$ cat config.mk
export PLATFORM = sky130hd
export DESIGN_NAME = mac_ctrl_reg
export DESIGN_NICKNAME = d
export VERILOG_FILES = /design/src/rtl/mac_ctrl_pkg.sv /design/src/rtl/ctrl_level_reg.sv /design/src/rtl/ctrl_cmd_pulse.sv /design/src/rtl/ctrl_halt_track.sv /design/src/rtl/mac_ctrl_reg.sv
export SDC_FILE = /design/constraint.sdc
export NUM_CORES = 1
export LEC_CHECK = 0
export CORE_MARGIN = 10
export CORE_UTILIZATION = 30
export DETAILED_ROUTE_END_ITERATION = 12
export PLACE_DENSITY = 0.8
export SYNTH_ARGS = -nofsm -noshare
export SYNTH_HDL_FRONTEND = slang
export SYNTH_SLANG_ARGS = --single-unit
$ cat constraint.sdc
create_clock -name clk -period 1.6 [get_ports clk]
set_input_delay 0.32 -clock clk [delete_from_list [all_inputs] [get_ports clk]]
set_output_delay 0.32 -clock clk [all_outputs]
set_load 0.01 [all_outputs]
$ cat src/rtl/mac_ctrl_pkg.sv
package mac_ctrl_pkg;
  localparam int unsigned CTRL_W = 32;

  // level bit positions
  localparam int unsigned P_LOOP    = 1;
  localparam int unsigned P_RXEN    = 2;
  localparam int unsigned P_TXEN    = 3;
  localparam int unsigned P_MGMT    = 4;
  localparam int unsigned P_STWEN   = 7;
  localparam int unsigned P_BP      = 8;
  localparam int unsigned P_TSTAMP  = 15;
  localparam int unsigned P_PRIORX  = 16;

  // command bit positions
  localparam int unsigned P_STCLR   = 5;
  localparam int unsigned P_STINC   = 6;
  localparam int unsigned P_START   = 9;
  localparam int unsigned P_HALT    = 10;
  localparam int unsigned P_PAUSE   = 11;
  localparam int unsigned P_ZQPAUSE = 12;
  localparam int unsigned P_PRIOTX  = 17;
  localparam int unsigned P_FLUSH   = 18;

  // strobe vector indices
  localparam int unsigned S_STCLR   = 0;
  localparam int unsigned S_STINC   = 1;
  localparam int unsigned S_START   = 2;
  localparam int unsigned S_PAUSE   = 3;
  localparam int unsigned S_ZQPAUSE = 4;
  localparam int unsigned S_PRIOTX  = 5;
  localparam int unsigned S_FLUSH   = 6;
  localparam int unsigned NUM_STB   = 7;

  typedef struct packed {
    logic prio_rx;
    logic tstamp;
    logic bp;
    logic stat_wen;
    logic mgmt;
    logic txen;
    logic rxen;
    logic loopb;
  } level_t;

  function automatic level_t unpack_level(input logic [CTRL_W-1:0] w);
    level_t l;
    l.loopb    = w[P_LOOP];
    l.rxen     = w[P_RXEN];
    l.txen     = w[P_TXEN];
    l.mgmt     = w[P_MGMT];
    l.stat_wen = w[P_STWEN];
    l.bp       = w[P_BP];
    l.tstamp   = w[P_TSTAMP];
    l.prio_rx  = w[P_PRIORX];
    return l;
  endfunction

  function automatic logic [CTRL_W-1:0] pack_level(input level_t l);
    logic [CTRL_W-1:0] w;
    w           = '0;
    w[P_LOOP]   = l.loopb;
    w[P_RXEN]   = l.rxen;
    w[P_TXEN]   = l.txen;
    w[P_MGMT]   = l.mgmt;
    w[P_STWEN]  = l.stat_wen;
    w[P_BP]     = l.bp;
    w[P_TSTAMP] = l.tstamp;
    w[P_PRIORX] = l.prio_rx;
    return w;
  endfunction
endpackage

$ cat src/rtl/ctrl_level_reg.sv
module ctrl_level_reg
  import mac_ctrl_pkg::*;
(
  input  logic              clk,
  input  logic              rst_n,
  input  logic              wr_en,
  input  logic [CTRL_W-1:0] wdata,
  output level_t            level_q,
  output logic              tx_fall_q,
  output logic              rx_fall_q
);
  level_t level_d;
  logic   tx_fall_d, rx_fall_d;

  always_comb begin
    level_d   = level_q;
    tx_fall_d = 1'b0;
    rx_fall_d = 1'b0;
    if (wr_en) begin
      level_d   = unpack_level(wdata);
      tx_fall_d = level_q.txen & ~level_d.txen;
      rx_fall_d = level_q.rxen & ~level_d.rxen;
    end
  end

  always_ff @(posedge clk or negedge rst_n) begin
    if (!rst_n) begin
      level_q   <= '0;
      tx_fall_q <= 1'b0;
      rx_fall_q <= 1'b0;
    end else begin
      if (wr_en) level_q <= level_d;
      tx_fall_q <= tx_fall_d;
      rx_fall_q <= rx_fall_d;
    end
  end

  assert_txfall_R5: assert property (@(posedge clk) disable iff (!rst_n)
    tx_fall_q |-> (!level_q.txen && $past(level_q.txen)));
  assert_rxfall_R6: assert property (@(posedge clk) disable iff (!rst_n)
    rx_fall_q |-> (!level_q.rxen && $past(level_q.rxen)));
endmodule

$ cat src/rtl/ctrl_cmd_pulse.sv
module ctrl_cmd_pulse #(
  parameter int unsigned N = 7
) (
  input  logic         clk,
  input  logic         rst_n,
  input  logic [N-1:0] fire,
  output logic [N-1:0] stb_q
);
  for (genvar i = 0; i < N; i++) begin : g_stb
    logic stb_d;
    always_comb stb_d = fire[i];
    always_ff @(posedge clk or negedge rst_n) begin
      if (!rst_n) stb_q[i] <= 1'b0;
      else        stb_q[i] <= stb_d;
    end
  end
endmodule

$ cat src/rtl/ctrl_halt_track.sv
module ctrl_halt_track (
  input  logic clk,
  input  logic rst_n,
  input  logic halt_req,
  input  logic start_req,
  input  logic frame_end,
  output logic pending,
  output logic halted
);
  typedef enum logic [1:0] {H_RUN = 2'd0, H_WAIT = 2'd1, H_STOP = 2'd2} hstate_t;
  hstate_t st_q, st_d;

  always_comb begin
    st_d = st_q;
    case (st_q)
      H_RUN:  if (halt_req) st_d = H_WAIT;
      H_WAIT: if (halt_req) st_d = H_WAIT;
              else if (start_req) st_d = H_RUN;
              else if (frame_end) st_d = H_STOP;
      H_STOP: if (halt_req) st_d = H_WAIT;
              else if (start_req) st_d = H_RUN;
      default: st_d = H_RUN;
    endcase
  end

  always_ff @(posedge clk or negedge rst_n) begin
    if (!rst_n) st_q <= H_RUN;
    else        st_q <= st_d;
  end

  assign pending = (st_q == H_WAIT);
  assign halted  = (st_q == H_STOP);

  assert_halt_after_end_R7: assert property (@(posedge clk) disable iff (!rst_n)
    $rose(halted) |-> $past(pending && frame_end));
  assert_halt_flags_excl_R7: assert property (@(posedge clk) disable iff (!rst_n)
    !(pending && halted));
endmodule

$ cat src/rtl/mac_ctrl_reg.sv
module mac_ctrl_reg
  import mac_ctrl_pkg::*;
#(
  parameter int unsigned ADDR_W     = 8,
  parameter int unsigned REG_OFFSET = 0
) (
  input  logic              clk,
  input  logic              rst_n,
  input  logic [ADDR_W-1:0] reg_addr,
  input  logic              reg_we,
  input  logic [31:0]       reg_wdata,
  output logic [31:0]       reg_rdata,
  input  logic              tx_frame_end,
  input  logic              dma_storing,
  input  logic              link_half_duplex,
  input  logic              link_gigabit,
  output logic              tx_enable,
  output logic              rx_enable,
  output logic              loop_local,
  output logic              mgmt_enable,
  output logic              stats_wr_enable,
  output logic              backpressure_force,
  output logic              rx_stamp_store,
  output logic              prio_pause_rx_en,
  output logic              tx_start_stb,
  output logic              tx_pause_stb,
  output logic              tx_zq_pause_stb,
  output logic              tx_prio_pause_stb,
  output logic              rx_flush_stb,
  output logic              stats_inc_stb,
  output logic              stats_clr_stb,
  output logic              halt_pending,
  output logic              tx_halted,
  output logic              tx_qptr_rst,
  output logic              tx_pipe_clr,
  output logic              rx_pipe_clr,
  output logic              mdio_hiz
);
  localparam logic [ADDR_W-1:0] OFFS = ADDR_W'(REG_OFFSET);

  logic               hit, wr_hit;
  level_t             lvl;
  logic               tx_fall, rx_fall;
  logic [NUM_STB-1:0] fire, stb;

  assign hit    = (reg_addr == OFFS);
  assign wr_hit = reg_we & hit;

  always_comb begin
    fire            = '0;
    fire[S_STCLR]   = wr_hit & reg_wdata[P_STCLR];
    fire[S_STINC]   = wr_hit & reg_wdata[P_STINC];
    fire[S_START]   = wr_hit & reg_wdata[P_START];
    fire[S_PAUSE]   = wr_hit & reg_wdata[P_PAUSE];
    fire[S_ZQPAUSE] = wr_hit & reg_wdata[P_ZQPAUSE];
    fire[S_PRIOTX]  = wr_hit & reg_wdata[P_PRIOTX];
    fire[S_FLUSH]   = wr_hit & reg_wdata[P_FLUSH] & ~dma_storing;
  end

  ctrl_level_reg u_level (
    .clk       (clk),
    .rst_n     (rst_n),
    .wr_en     (wr_hit),
    .wdata     (reg_wdata),
    .level_q   (lvl),
    .tx_fall_q (tx_fall),
    .rx_fall_q (rx_fall)
  );

  ctrl_cmd_pulse #(.N(NUM_STB)) u_pulse (
    .clk   (clk),
    .rst_n (rst_n),
    .fire  (fire),
    .stb_q (stb)
  );

  ctrl_halt_track u_halt (
    .clk       (clk),
    .rst_n     (rst_n),
    .halt_req  (wr_hit & reg_wdata[P_HALT]),
    .start_req (wr_hit & reg_wdata[P_START]),
    .frame_end (tx_frame_end),
    .pending   (halt_pending),
    .halted    (tx_halted)
  );

  assign reg_rdata          = hit ? pack_level(lvl) : '0;
  assign tx_enable          = lvl.txen;
  assign rx_enable          = lvl.rxen;
  assign loop_local         = lvl.loopb;
  assign mgmt_enable        = lvl.mgmt;
  assign stats_wr_enable    = lvl.stat_wen;
  assign rx_stamp_store     = lvl.tstamp;
  assign prio_pause_rx_en   = lvl.prio_rx;
  assign backpressure_force = lvl.bp & link_half_duplex & ~link_gigabit;
  assign mdio_hiz           = ~lvl.mgmt;
  assign tx_qptr_rst        = tx_fall;
  assign tx_pipe_clr        = tx_fall;
  assign rx_pipe_clr        = rx_fall;
  assign stats_clr_stb      = stb[S_STCLR];
  assign stats_inc_stb      = stb[S_STINC];
  assign tx_start_stb       = stb[S_START];
  assign tx_pause_stb       = stb[S_PAUSE];
  assign tx_zq_pause_stb    = stb[S_ZQPAUSE];
  assign tx_prio_pause_stb  = stb[S_PRIOTX];
  assign rx_flush_stb       = stb[S_FLUSH];

  assert_start_from_write_R3: assert property (@(posedge clk) disable iff (!rst_n)
    tx_start_stb |-> $past(reg_we && reg_addr == OFFS && reg_wdata[P_START]));
  assert_flush_idle_dma_R10: assert property (@(posedge clk) disable iff (!rst_n)
    rx_flush_stb |-> $past(!dma_storing && reg_we));
  assert_bp_mode_R9: assert property (@(posedge clk) disable iff (!rst_n)
    backpressure_force |-> (link_half_duplex && !link_gigabit));
  assert_offset_only_R4: assert property (@(posedge clk) disable iff (!rst_n)
    (reg_we && reg_addr != OFFS) |=> $stable(tx_enable) && !tx_start_stb);
  always_comb begin
    if (rst_n && !hit) assert_rd_miss_R4: assert (reg_rdata == '0);
  end
endmodule

==> run metrics <==
status=completed; cell family with most CP delay=simple AND/OR/NAND/NOR gates; first-pass GRT wire length=4910 microns; pin count of the biggest net entering global routing=20; final count of pins violating max slew=0; Main synth FF type=sky130_fd_sc_hd__dfrtp_1; Tot Pwr=926 uW; time the final worst path needs with I/O delays and setup=1550 ps; most used cell, CP=sky130_fd_sc_hd__buf_2; nets=209; post-detailed-routing wire length=3250 microns; cell breakdown of the critical path=buf_2, nor4_4, buf_4, and3_1, buf_2; vias in the first global route=992; cell type of the slowest stage on the worst timing path=sky130_fd_sc_hd__nor4_4; RSZ-0062 raised after global routing=true; path type of the worst min-delay path=in2async; setup-violating endpoint count in the final report=0; CTS Buf Count=3; core box area=3390 sq um; root buffer cell=sky130_fd_sc_hd__clkbuf_4; total of flip-flops plus latches after synthesis=19; layout overhead on the synthesized area=58.4%; number of buffers on the longest clock path=2; clock transition at the register clock pins on the worst setup and hold paths after CTS=110 ps; fraction of the yosys area taken by sequential cells=44.7%; delay of the slowest critical-path stage=320 ps; signal arrival time at the worst endpoint=1230 ps; combined global-route utilization of all metal layers=9.77%; CP startpoint kind=primary input; Clock Skews=0.288 ps; die height=79.6 microns; clock tree from TritonCTS=done; non-filler cells in the finished layout=207; IO Port Bufs=59; area of the die=6330 sq um; vias=841; asr flop ratio synth=100%; Setup Crit Path Kind=in2out; insertion delay to the later sink of the worst-skew pair=300 ps; site row count=21; EDFF count, synth=0; final estimated routing congestion in global placement=0.649; antenna viol nets, final=0; required time reported for the critical path endpoint=1280 ps; number of buffer and inverter instances along the worst setup path=3; Power Density=549 nW/um^2; TritonCTS sink count=19; post-detailed-route via-to-cell ratio=4.06; Mapped Cells=92; fraction of final layout cells sized beyond drive strength 1=29.8%; total count of hold-check failures in the final report=0; number of top-level pins=100; Crit Path Max Fanout=4; detailed router's first-iteration violation count=17; number of antenna violations at the first check in global routing=0; max frequency=0.643 GHz; count of unique library cells instantiated by Yosys=24; Detailed Place HPWL=2620 microns; Lkg Pwr=0.976 nW; initial core utilization=31.4%; number of iterations in the first detailed-routing pass=4; cell area after synthesis=1060 sq um; hold buffer count at CTS=0; Die W=79.6 microns; maxcap violations=0; # H-tree levels=1; Post-Place Cells=198; average detailed-routed wire length per instance=15.7 microns; detailed-route DRC error count=0; share of the clock period used by the worst path after layout=97.2%; Yosys warnings=0; grt total ovfl=0; Worst IR Drop VDD=0.000383 V; capturing element type of the critical path=output pin; average size of a mapped cell=11.6 sq um; number of antenna cells inserted=0; setup tns final=0 ps
==> stage by stage <==
stage | hold WS (ps) | utilization, % | worst slack [ps] | cell area (sq um)
final | 351 | 49.8 | 45.4 | 1690
after global placement | 514 | 48.3 | -651 | 1640
after global routing | 372 | 49.8 | -14.1 | 1690
after floorplan | 24.4 | - | 262 | 1150
after CTS | 351 | 48.8 | 2.22 | 1660
after detailed placement | 529 | 48.3 | -693 | 1640
==> sequential cells by signal, indices dropped and copies added, names as in the netlist <==
name / flops
u_level.rx_fall_q: 1
u_pulse.stb_q: 7
u_halt.st_q: 2
u_level.level_q: 8
u_level.tx_fall_q: 1
==> cell families after synthesis <==
kind of cell / Yosys count / share of synthesized area, %
AND/OR/NAND/NOR: 30 / 20.9
buffers and inverters: 30 / 20.4
flip-flops: 19 / 44.7
multiplexers: 8 / 10.9
AO/OA/AOI/OAI: 4 / 2.70
other: 1 / 0.352
==> synthesized netlist by cell type (2+ instances only) <==
| library cell | count | area [sq um] |
|---|---|---|
| sky130_fd_sc_hd__and3_1 | 14 | 87.6 |
| sky130_fd_sc_hd__dfrtp_1 | 19 | 475 |
| sky130_fd_sc_hd__mux2_4 | 7 | 105 |
| sky130_fd_sc_hd__buf_2 | 2 | 10.0 |
| sky130_fd_sc_hd__nor2b_1 | 4 | 25.0 |
| sky130_fd_sc_hd__buf_4 | 25 | 188 |
| sky130_fd_sc_hd__nor4_4 | 2 | 42.5 |
| sky130_fd_sc_hd__nor3b_1 | 3 | 22.5 |
==> worst paths after layout <==
check,start,to,slack [ps],depth (start not counted)
max in group asynchronous,rst_n,u_pulse.stb_q[3],1050,2
min in group clk,dma_storing,u_pulse.stb_q[6],540,2
min reg2reg,u_level.level_q[7],u_level.level_q[7],550,1
max,reg_addr[6],reg_rdata[15],50,5
min,rst_n,u_pulse.stb_q[6],350,2
max reg2reg,u_halt.st_q[1],u_halt.st_q[0],390,3
==> power breakdown <==
part | internal (mW) | total, mW | switching, mW
logic | 0.102 | 0.185 | 0.0831
registers | 0.492 | 0.501 | 0.00975
clock network | 0.0931 | 0.239 | 0.146
==> timing repair <==
item                       4_1_cts  5_1_grt
pin swaps                        3        2
buffers inserted                 2        1
resized for setup               65       16
cloned                           2        0
setup endpoints to repair       24       21
==> layout make-up <==
type,instances,area [sq um]
fillers,317,1700
clock inverters,1,5.00
inverters,1,3.75
well taps,46,57.6
multi-input cells,66,478
clock buffers,3,22.5
repair buffers,71,644
flip-flops and latches,19,475
==> routing by layer <==
metal / wire (microns) / vias up / global-route usage (%)
met5: 0 / - / 0
met4: 8 / 0 / 1.61
met3: 427 / 2 / 6.08
met2: 1800 / 44 / 18.3
met1: 1010 / 393 / 8.79
li1: - / 402 / -
==> cells in the final DEF (no fill, tap or decap), types with 6 or more instances in the layout <==
| cell | count |
|---|---|
| sky130_fd_sc_hd__buf_4 | 12 |
| sky130_fd_sc_hd__and3_1 | 10 |
| sky130_fd_sc_hd__dlygate4sd2_1 | 6 |
| sky130_fd_sc_hd__dlymetal6s2s_1 | 6 |
| sky130_fd_sc_hd__conb_1 | 24 |
| sky130_fd_sc_hd__mux2_4 | 7 |
| sky130_fd_sc_hd__clkdlybuf4s50_1 | 32 |
| sky130_fd_sc_hd__dfrtp_1 | 19 |
| sky130_fd_sc_hd__buf_2 | 8 |
No activity file was read; power rests on OpenSTA's default activity.
